--- src/rtl/arb_pkg.sv ---
package arb_pkg;
  typedef enum logic [1:0] {
    POL_FIX_ASC  = 2'b00,
    POL_FIX_TAIL = 2'b01,
    POL_RSVD     = 2'b10,
    POL_ROTATE   = 2'b11
  } arb_policy_e;
endpackage

--- src/rtl/arb_fixed_pick.sv ---
module arb_fixed_pick #(
  parameter int NUM_CH    = 3,
  parameter bit TAIL_DESC = 1'b0
) (
  input  logic [NUM_CH-1:0] req,
  output logic [NUM_CH-1:0] pick
);
  // rank 0 is always channel 0; the rest run ascending or descending
  function automatic int rank_to_ch(input int rank);
    if (rank == 0)     return 0;
    else if (TAIL_DESC) return NUM_CH - rank;
    else                return rank;
  endfunction

  always_comb begin
    pick = '0;
    // walk from lowest rank to highest; the last hit wins
    for (int k = NUM_CH - 1; k >= 0; k--) begin
      if (req[rank_to_ch(k)]) begin
        pick = '0;
        pick[rank_to_ch(k)] = 1'b1;
      end
    end
  end
endmodule

--- src/rtl/arb_rr_pick.sv ---
module arb_rr_pick #(
  parameter int NUM_CH = 3,
  localparam int IDX_W = (NUM_CH > 1) ? $clog2(NUM_CH) : 1
) (
  input  logic [NUM_CH-1:0] req,
  input  logic [IDX_W-1:0]  last_idx,
  output logic [NUM_CH-1:0] pick
);
  function automatic int wrap_ch(input int base, input int off);
    int s;
    s = base + off;
    if (s >= NUM_CH) s = s - NUM_CH;
    return s;
  endfunction

  always_comb begin
    pick = '0;
    // offset NUM_CH is the last-served channel itself (lowest rank)
    for (int off = NUM_CH; off >= 1; off--) begin
      if (req[wrap_ch(int'(last_idx), off)]) begin
        pick = '0;
        pick[wrap_ch(int'(last_idx), off)] = 1'b1;
      end
    end
  end
endmodule

--- src/rtl/arb_onehot_enc.sv ---
module arb_onehot_enc #(
  parameter int NUM_CH = 3,
  localparam int IDX_W = (NUM_CH > 1) ? $clog2(NUM_CH) : 1
) (
  input  logic [NUM_CH-1:0] onehot,
  output logic [IDX_W-1:0]  idx
);
  always_comb begin
    idx = '0;
    for (int i = 0; i < NUM_CH; i++) begin
      if (onehot[i]) idx = idx | IDX_W'(i);
    end
  end
endmodule

--- src/rtl/chan_req_arbiter.sv ---
module chan_req_arbiter
  import arb_pkg::*;
#(
  parameter int NUM_CH = 3,
  localparam int IDX_W = (NUM_CH > 1) ? $clog2(NUM_CH) : 1
) (
  input  logic              clk,
  input  logic              rst_n,
  input  logic [NUM_CH-1:0] req,
  input  logic [1:0]        mode,
  input  logic              done,
  output logic [NUM_CH-1:0] gnt,
  output logic              gnt_valid,
  output logic [IDX_W-1:0]  gnt_idx,
  output logic              mode_err
);
  logic [NUM_CH-1:0] fixed_pick [2];
  logic [NUM_CH-1:0] rr_pick;
  logic [NUM_CH-1:0] sel;
  logic [IDX_W-1:0]  sel_idx;

  logic              busy_q;
  logic [NUM_CH-1:0] gnt_q;
  logic [IDX_W-1:0]  idx_q;
  logic [IDX_W-1:0]  last_q;
  logic              err_q;
  logic              release_now;

  // variant 0: ascending tail, variant 1: descending tail
  for (genvar v = 0; v < 2; v++) begin : g_fixed
    arb_fixed_pick #(
      .NUM_CH   (NUM_CH),
      .TAIL_DESC(v == 1)
    ) u_fixed (
      .req (req),
      .pick(fixed_pick[v])
    );
  end

  arb_rr_pick #(.NUM_CH(NUM_CH)) u_rr (
    .req     (req),
    .last_idx(last_q),
    .pick    (rr_pick)
  );

  always_comb begin
    unique case (arb_policy_e'(mode))
      POL_FIX_ASC:  sel = fixed_pick[0];
      POL_FIX_TAIL: sel = fixed_pick[1];
      POL_ROTATE:   sel = rr_pick;
      default:      sel = '0;
    endcase
  end

  arb_onehot_enc #(.NUM_CH(NUM_CH)) u_enc (
    .onehot(sel),
    .idx   (sel_idx)
  );

  // completion or withdrawal of the granted request ends the grant
  assign release_now = done | ~req[idx_q];

  always_ff @(posedge clk or negedge rst_n) begin
    if (!rst_n) begin
      busy_q <= 1'b0;
      gnt_q  <= '0;
      idx_q  <= '0;
      last_q <= IDX_W'(NUM_CH - 1);
      err_q  <= 1'b0;
    end else if (busy_q) begin
      if (release_now) begin
        busy_q <= 1'b0;
        gnt_q  <= '0;
      end
    end else begin
      err_q <= (arb_policy_e'(mode) == POL_RSVD);
      if (|sel) begin
        busy_q <= 1'b1;
        gnt_q  <= sel;
        idx_q  <= sel_idx;
        last_q <= sel_idx;
      end
    end
  end

  assign gnt       = gnt_q;
  assign gnt_valid = busy_q;
  assign gnt_idx   = idx_q;
  assign mode_err  = err_q;
endmodule

--- config.mk ---
export PLATFORM = sky130hd
export DESIGN_NAME = chan_req_arbiter
export DESIGN_NICKNAME = d
export VERILOG_FILES = /design/src/rtl/arb_pkg.sv /design/src/rtl/arb_fixed_pick.sv /design/src/rtl/arb_rr_pick.sv /design/src/rtl/arb_onehot_enc.sv /design/src/rtl/chan_req_arbiter.sv
export SDC_FILE = /design/constraint.sdc
export NUM_CORES = 1
export LEC_CHECK = 0
export CAP_MARGIN = 20
export CORE_MARGIN = 2
export CORE_UTILIZATION = 50
export DETAILED_ROUTE_END_ITERATION = 12
export PLACE_DENSITY_LB_ADDON = 0.05
export REMOVE_ABC_BUFFERS = 1
export SKIP_CTS_REPAIR_TIMING = 1
export SLEW_MARGIN = 20
export SYNTH_ARGS = -nofsm -noshare
export SYNTH_HDL_FRONTEND = slang
export SYNTH_SLANG_ARGS = --single-unit
--- constraint.sdc ---
create_clock -name clk -period 3.08 [get_ports clk]
set_input_delay 0.616 -clock clk [delete_from_list [all_inputs] [get_ports clk]]
set_output_delay 0.616 -clock clk [all_outputs]
set_load 0.05 [all_outputs]
==> results.py, run 1 <==
metrics = {
    "synth": {
        "synth_top_area_share_pct": 22.4,
        "post-synth-top-count-cell": "nand2_1",
        "synth.area.top_cells": "dfrtp_1, ha_1, nand2_1, a21oi_1, mux2_4",
        "syn_area_per_cell_um2": 8.58,
        "synth.top_cells.by_count": "nand2_1, dfrtp_1, a21oi_1, inv_1, o21ai_0",
        "synth_cells": 91,
        "synth_area_um2": 781,
        "synth_top_area_cell": "dfrtp_1",
        "synth-edff-count": 0,
        "async_reset_ff_share_pct": 100,
        "synth_seq_cells": 8,
        "seq_area_frac_synth_pct": 25.8,
        "ys_warn_count": 0,
        "yosys.cell_types.count": 41,
        "ys.flop_type": "dfrtp_1",
    },
    "pwr": {
        "pwr-share-clk_pct": 8.4,
        "p_leak_nw": 0.411,
        "seqPwrFrac_pct": 21.5,
        "combPwrFrac_pct": 70.1,
        "p_sw_share_pct": 52.1,
        "power_density_nw_per_um2": 1060,
        "p_sw_mw": 0.523,
        "power.internal_mw": 0.481,
        "ir_drop_uv": 615,
    },
    "timing": {
        "worst_slack_ns": 0.522,
        "fmax_ghz": 0.391,
        "rsz0062_at_grt": "no",
        "worst_slew_pin_slew_ns": 0.496,
        "slew_viol_final": 0,
        "skew_ns": 0.00561,
        "tns_ns": 0,
        "slew_headroom_pct": 66.9,
        "hold_viol": 0,
        "post-route-min-period_ns": 2.56,
        "setup_viol": 0,
        "min_period_over_period_pct": 83.1,
    },
    "setup_path": {
        "critical_path_class": "input port to flip-flop",
        "cp_data_arrival_time_ns": 2.67,
        "cp_max_fo": 9,
        "end_kind": "flip-flop",
        "cp-start-kind": "input port",
        "crit_required_ns": 3.20,
    },
    "clock_network": {
        "cts_buffer_depth": 2,
        "clk_latency_ns": 0.25,
        "clkSlewWorstSetupHoldPaths_ns": 0.06,
        "htree_levels": 1,
        "cts_tree": "yes",
        "cts.sinks": 8,
        "cts_made_buffers": 3,
        "cts_root_buf": "clkbuf_4",
    },
    "cells_and_area": {
        "nNetsFinal": 119,
        "drive_above_1_share_pct": 10.4,
        "area_delta_synth_final_pct": 21.2,
        "n_antenna_cell": 0,
    },
    "drt": {
        "wl_per_cell_um": 15.3,
        "drc": 0,
        "routed_wl_mm": 1.86,
        "drtPass1Iterations": 4,
        "ant_nets": 0,
        "via_per_inst": 6.11,
        "vias": 745,
        "first_iter_violations": 16,
    },
    "global_routing": {
        "grt_usage_pct": 22.7,
        "grt_max_degree": 11,
        "grt_pass1_wl_mm": 3.27,
        "overflow": 0,
        "antenna_found_initial": 0,
        "grt_pass1_vias": 743,
    },
    "placed_design": {
        "globalplace.congestion": 0.910,
        "dp_hpwl_mm": 1.39,
        "port_buffers": 14,
        "place_ws_ns": 0.331,
    },
    "run": {
        "maxCapViolCount": 0,
    },
    "hold_path": {
        "holdCritPathClass": "flip-flop to flip-flop",
    },
    "run_status": {
        "status": "finished clean",
    },
    "floorplan": {
        "die-area_um2": 1890,
        "rows": 14,
        "die_height_um": 43.5,
        "die_w_um": 43.5,
        "initial_core_util_pct": 52.4,
        "pin_count": 15,
        "core_um2": 1490,
    },
}
## logic make-up (layout without fill, tap and decap cells)
family | after synthesis | after routing | synth area share [%]
AOI/OAI and AO/OA | 29 | 29 | 28.0
adders and majority gates | 4 | 4 | 6.41
buffers and inverters | 9 | 24 | 6.09
DFF | 8 | 8 | 25.8
muxes | 4 | 4 | 6.41
and+or+nand+nor | 37 | 37 | 27.2
## power by group through the flow
stage               clock network, mW  logic, mW  registers [mW]
floorplan                           0      0.360           0.349
global placement                    0      0.691           0.214
detailed placement                  0      0.695           0.217
CTS                            0.0897      0.702           0.215
global route                   0.0947      0.769           0.226
finish                         0.0845      0.704           0.216
## routing by layer
metal	share of wire (%)	up-vias	GRT usage, %
met1	45	357	28.9
met5	0	-	0
li1	-	367	-
met3	2.6	4	2.92
met4	1.7	0	11.5
met2	51	17	37.6
## sequential cells by signal (all words and copies together) (netlist names)
register	cells
last_q	1
gnt_idx	2
gnt_valid	1
mode_err	1
gnt	3
## worst max-delay path: stages
cell	delay, ns
clkdlybuf4s50_1	0.67
nor2b_1	0.33
o21a_1	0.15
a22oi_1	0.10
o41ai_2	0.50
or2_1	0.21
o311ai_1	0.10
## metrics by stage
stage | instances | total power [mW] | util (%) | cell area (um^2) | hold WS [ns]
5_1_grt | 122 | 1.09 | 63.5 | 946 | 0.547
3_3_place_gp | 118 | 0.905 | 61.8 | 920 | 0.472
4_1_cts | 122 | 1.01 | 63.5 | 946 | 0.517
2_1_floorplan | 87 | 0.709 | - | 752 | 0.320
3_5_place_dp | 118 | 0.912 | 61.8 | 920 | 0.500
6_report | 122 | 1.00 | 63.5 | 946 | 0.501
## final timing paths
kind,start,end,depth (start not counted),slack [ns]
max in group asynchronous,rst_n,last_q[1],1,2.13
min in group asynchronous,rst_n,mode_err,1,0.64
setup reg to reg,gnt_idx[0],gnt[2],8,0.59
hold reg to reg,mode_err,mode_err,2,0.50
hold / removal,mode_err,mode_err,2,0.50
setup / recovery,req[0],gnt[1],7,0.52
## area by class of cell
cell class	count	area (um^2)
clock buffer	4	26.3
multi-input combinational	74	532
fill	142	543
sequential	8	201
tap	16	20.0
timing repair buffer	15	148
inverter	5	18.8
## placed cells by master, fill, tap and decap left out, types with 2 or more instances in the layout
cell type	instances
o311ai_1	2
a21o_1	3
o21ai_0	5
nor3_1	2
nand2_1	11
clkbuf_4	3
clkdlybuf4s50_1	14
or2b_1	2
nor2_1	2
inv_1	5
mux2_4	2
and2_1	3
a22oi_1	2
dfrtp_1	7
nor2b_1	2
nand2b_1	3
a21oi_1	6
mux2i_1	2
ha_1	4
nand3_1	4
Note: power is estimated with default switching activity, not from simulation.
==> run 2: changes to the inputs <==
- CORE_UTILIZATION: 50 -> 45
- clock period: 3.08 -> 2.1 ns (I/O delays scaled with it)
==> results.py, run 2 (synthesis results as in run 1) <==
metrics = {
    "drt": {
        "via_per_inst": 5.83,
        "drtPass1Iterations": 4,
        "wirelength_met1_um": 993,
        "drc": 0,
        "top_layer": "met4",
        "routed_wl_mm": 2.37,
        "wl_met2_mm": 1.21,
        "ant_nets": 0,
        "vias": 846,
        "wl_met3_um": 81,
        "wl_per_cell_um": 16.3,
        "first_iter_violations": 25,
    },
    "clock_network": {
        "cts_root_buf": "clkbuf_4",
        "cts.sinks": 8,
        "cts_made_buffers": 3,
        "cts_buffer_depth": 2,
        "clkSlewWorstSetupHoldPaths_ns": 0.06,
        "htree_levels": 1,
        "clk_latency_ns": 0.26,
        "cts_tree": "yes",
    },
    "cells_and_area": {
        "final_util_pct": 74.8,
        "area_delta_synth_final_pct": 59.9,
        "nNetsFinal": 141,
        "layout_common_cells": "buf_4, clkdlybuf4s50_1, nand2_1, dfrtp_1",
        "seq_area_um2": 201,
        "n_antenna_cell": 0,
        "drive_above_1_share_pct": 40.6,
        "fill_cells": 122,
        "layout_commonest_cell": "buf_4",
        "multiInputGateArea_um2": 658,
        "largest_register_ffs": 3,
    },
    "setup_path": {
        "critical_path_class": "flip-flop to flip-flop",
        "startpoint": "last_q[1]",
        "cp_slowest_stage_delay_ns": 0.58,
        "cp_max_fo": 4,
        "end_kind": "flip-flop",
        "timing.rr.start": "last_q[1]",
        "cp_data_arrival_time_ns": 2.38,
        "cp_common_cell": "buf_4",
        "crit_required_ns": 2.25,
        "path_cells": "inv_2, ha_4, buf_4, and3b_1, mux2i_1, a221oi_1, a311o_2, buf_4, o31a_1",
        "worst_path_max_delay_cell": "dfstp_2",
        "cp-start-kind": "flip-flop",
    },
    "timing": {
        "fmax_ghz": 0.448,
        "worst_slew_pin_slew_ns": 0.497,
        "rsz0062_at_grt": "yes",
        "setup_viol": 7,
        "hold_viol": 0,
        "slew_headroom_pct": 66.7,
        "post-route-min-period_ns": 2.23,
        "min_period_over_period_pct": 106,
        "hold_ws_ns": 0.425,
        "slew_viol_final": 0,
        "tns_ns": -0.521,
        "worst_slack_ns": -0.130,
        "skew_ns": 0.0110,
    },
    "pwr": {
        "power_density_nw_per_um2": 1550,
        "total_power_mw": 1.94,
        "ir_drop_uv": 1130,
        "p_leak_nw": 0.551,
    },
    "global_routing": {
        "grt_max_degree": 9,
        "overflow": 0,
        "grt_usage_pct": 24.2,
        "antenna_found_initial": 0,
        "grt_pass1_vias": 843,
        "grt_pass1_wl_mm": 3.66,
    },
    "floorplan": {
        "die_height_um": 45.7,
        "die-area_um2": 2080,
        "die_w_um": 45.7,
        "pin_count": 15,
        "rows": 15,
        "initial_core_util_pct": 46.7,
        "core_um2": 1670,
    },
    "run_status": {
        "violations": "negative setup slack",
        "status": "finished with violations",
    },
    "run": {
        "maxCapViolCount": 0,
    },
    "placed_design": {
        "port_buffers": 14,
        "globalplace.congestion": 0.936,
        "dp_hpwl_mm": 1.71,
    },
    "hold_path": {
        "holdCritPathClass": "input port to async pin",
    },
}
[run 2: cell types whose count changed in the layout (fill, tap and decap cells not counted), moves of 3 or more]
cell / previous run / this run
a21oi_2: 0 / 3
buf_4: 1 / 21
ha_1: 4 / 1
ha_4: 0 / 3
a21oi_1: 6 / 3
[run 2: path summary, 6_finish.rpt]
kind	endpoint	slack (ns)	cells past startpoint
setup / recovery	gnt_valid	-0.13	9
hold reg to reg	mode_err	0.51	2
max in group asynchronous	last_q[1]	1.36	1
min in group clk	mode_err	0.51	2
hold / removal	gnt[2]	0.42	1
setup reg to reg	gnt_valid	-0.13	9
[run 2: critical path: cells and delay by family, from the launching register on]
family                   cells  cell delay (ns)
multiplexers                 1             0.15
flip-flops                   1             0.58
adder cells (fa/ha/maj)      1             0.18
buffers and inverters        3             0.39
AND/OR/NAND/NOR              1             0.15
AO/OA/AOI/OAI                3             0.67
[run 2: final cells by class]
type,instances,area share [%]
Sequential cell,8,16.1
Inverter,5,1.50
Multi-Input combinational cell,74,52.7
Clock buffer,4,2.10
Timing Repair Buffer,37,25.9
Tap cell,17,1.70
[run 2: routing by layer]
layer	vias to the layer above	track usage, %
li1	409	-
met1	400	31.8
met2	29	41.7
met3	8	0.794
met4	0	9.41
met5	-	0
[run 2: through the flow]
step           cell area [um^2]  setup slack (ns)  std cells
5_1_grt                    1250            -0.238        145
4_1_cts                    1100            -0.295        143
2_1_floorplan               752            -0.641         87
3_5_place_dp               1070            -0.375        139
3_3_place_gp               1070            -0.368        139
6_report                   1250            -0.130        145
[run 2: report_power, final]
part           switching (mW)  internal [mW]
Combinational           0.839          0.679
Sequential             0.0652          0.231
Clock                  0.0540         0.0728
==> run 3: changes to the inputs <==
- CORE_UTILIZATION: 45 -> 44
- CTS_BUF_LIST: not set -> sky130_fd_sc_hd__clkbuf_8 sky130_fd_sc_hd__clkbuf_16
- clock period: 2.1 -> 2.9 ns (I/O delays scaled with it)
==> results.py, run 3 (synthesis results as in run 1) <==
metrics = {
    "floorplan": {
        "die_height_um": 46.1,
        "die-area_um2": 2130,
        "pin_count": 15,
        "core_um2": 1690,
        "die_w_um": 46.1,
        "initial_core_util_pct": 46.2,
        "rows": 15,
    },
    "setup_path": {
        "cp_max_fo": 10,
        "cp_data_arrival_time_ns": 2.77,
        "timing.rr.start": "gnt_idx[0]",
        "startpoint": "gnt_idx[0]",
        "crit_required_ns": 3.02,
        "critical_path_class": "flip-flop to flip-flop",
        "cp-start-kind": "flip-flop",
        "end_kind": "flip-flop",
    },
    "pwr": {
        "total_power_mw": 1.11,
        "power.internal_mw": 0.551,
        "p_leak_nw": 0.428,
        "p_sw_mw": 0.559,
        "combPwrFrac_pct": 66.6,
        "ir_drop_uv": 576,
        "p_sw_share_pct": 50.4,
        "seqPwrFrac_pct": 20.8,
        "pwr-share-clk_pct": 12.5,
        "power_density_nw_per_um2": 1140,
    },
    "hold_path": {
        "holdCritPathClass": "flip-flop to flip-flop",
        "holdCritStartpoint": "mode_err",
    },
    "timing": {
        "skew_ns": 0.00615,
        "tns_ns": 0,
        "fmax_ghz": 0.378,
        "worst_slew_pin_slew_ns": 0.500,
        "slew_viol_final": 0,
        "min_period_over_period_pct": 91.3,
        "post-route-min-period_ns": 2.65,
        "rsz0062_at_grt": "no",
        "hold_viol": 0,
        "setup_viol": 0,
        "slew_headroom_pct": 66.6,
    },
    "drt": {
        "drtPass1Iterations": 4,
        "drc": 0,
        "vias": 733,
        "first_iter_violations": 22,
        "via_per_inst": 5.91,
        "ant_nets": 0,
        "wl_per_cell_um": 14.8,
        "routed_wl_mm": 1.83,
    },
    "cells_and_area": {
        "layout_common_cells": "clkdlybuf4s50_1, nand2_1, dfrtp_1, inv_1, a21oi_1",
        "fill_cells": 163,
        "nNetsFinal": 120,
        "largest_register_ffs": 3,
        "area_delta_synth_final_pct": 24.7,
        "n_antenna_cell": 0,
        "drive_above_1_share_pct": 11.2,
        "fin_cells": 124,
        "layout_commonest_cell": "clkdlybuf4s50_1",
    },
    "global_routing": {
        "grt_pass1_wl_mm": 3.13,
        "grt_max_degree": 11,
        "overflow": 0,
        "grt_pass1_vias": 701,
        "antenna_found_initial": 0,
        "grt_usage_pct": 21.2,
    },
    "clock_network": {
        "cts_root_buf": "clkbuf_8",
        "cts_tree": "yes",
        "clkSlewWorstSetupHoldPaths_ns": 0.04,
        "htree_levels": 1,
        "cts_buffer_depth": 2,
        "clk_latency_ns": 0.24,
        "cts_made_buffers": 3,
        "cts.sinks": 8,
    },
    "placed_design": {
        "dp_hpwl_mm": 1.41,
        "dp_cells": 120,
        "globalplace.congestion": 0.958,
        "port_buffers": 14,
    },
    "run_status": {
        "status": "finished clean",
    },
    "run": {
        "maxCapViolCount": 0,
    },
}
==> run 3: cell count changes in the layout (fill, tap and decap cells not counted), moves of 3 or more <==
| cell | before | now |
|---|---|---|
| inv_1 | 3 | 6 |
| clkbuf_8 | 0 | 3 |
| a21oi_1 | 3 | 6 |
| clkbuf_4 | 3 | 0 |
| ha_1 | 1 | 4 |
| buf_4 | 21 | 2 |
| ha_4 | 3 | 0 |
| a21oi_2 | 3 | 0 |
==> run 3: layout make-up <==
| class | count | area [um^2] | share of cell area (%) |
|---|---|---|---|
| Clock buffer | 3 | 41.3 | 4.24 |
| Timing Repair Buffer | 16 | 155 | 15.9 |
| Inverter | 5 | 18.8 | 1.93 |
| Sequential cell | 8 | 201 | 20.7 |
| Tap cell | 17 | 21.3 | 2.19 |
| Multi-Input combinational cell | 74 | 532 | 54.6 |
| Clock inverter | 1 | 3.75 | 0.386 |
==> run 3: metrics by stage <==
stage                     instance area (um^2)  setup slack [ns]  utilization (%)  hold slack (ns)
after floorplan                            752             0.159                -            0.284
after global placement                     928             0.185             55.0            0.468
after detailed placement                   928             0.180             55.0            0.482
after CTS                                  973             0.273             57.6            0.492
after global routing                       973             0.106             57.6            0.551
final                                      973             0.252             57.6            0.488
==> run 3: path summary, 6_finish.rpt <==
path	depth (start not counted)	slack (ns)	endpoint
hold / removal	2	0.49	mode_err
min in group asynchronous	1	0.62	gnt_idx[0]
hold reg to reg	2	0.49	mode_err
setup / recovery	8	0.25	gnt_valid
setup reg to reg	8	0.25	gnt_valid
max in group asynchronous	1	1.98	last_q[1]
==> run 3: power groups by stage <==
stage	clock network, mW	registers [mW]	logic (mW)
6_report	0.139	0.231	0.740
5_1_grt	0.148	0.243	0.805
4_1_cts	0.144	0.231	0.739
3_5_place_dp	0	0.231	0.737
3_3_place_gp	0	0.231	0.747
2_1_floorplan	0	0.370	0.382
==> run 3: metal layers <==
layer  share of wire [%]  track usage [%]  up-vias
li1                    -                -      369
met1                  46             27.9      344
met2                  47             32.2       15
met3                 3.3             1.96        5
met4                 2.9             15.4        0
met5                   0                0        -
==> run 3: critical path, stage by stage, from the launching register on <==
cell and delay [ns]:
dfrtp_1 0.51, inv_1 0.17, ha_1 0.46, or3b_1 0.24, o311ai_1 0.13, nor3_1 0.33
a32oi_2 0.13, or2_1 0.27, o31a_1 0.29
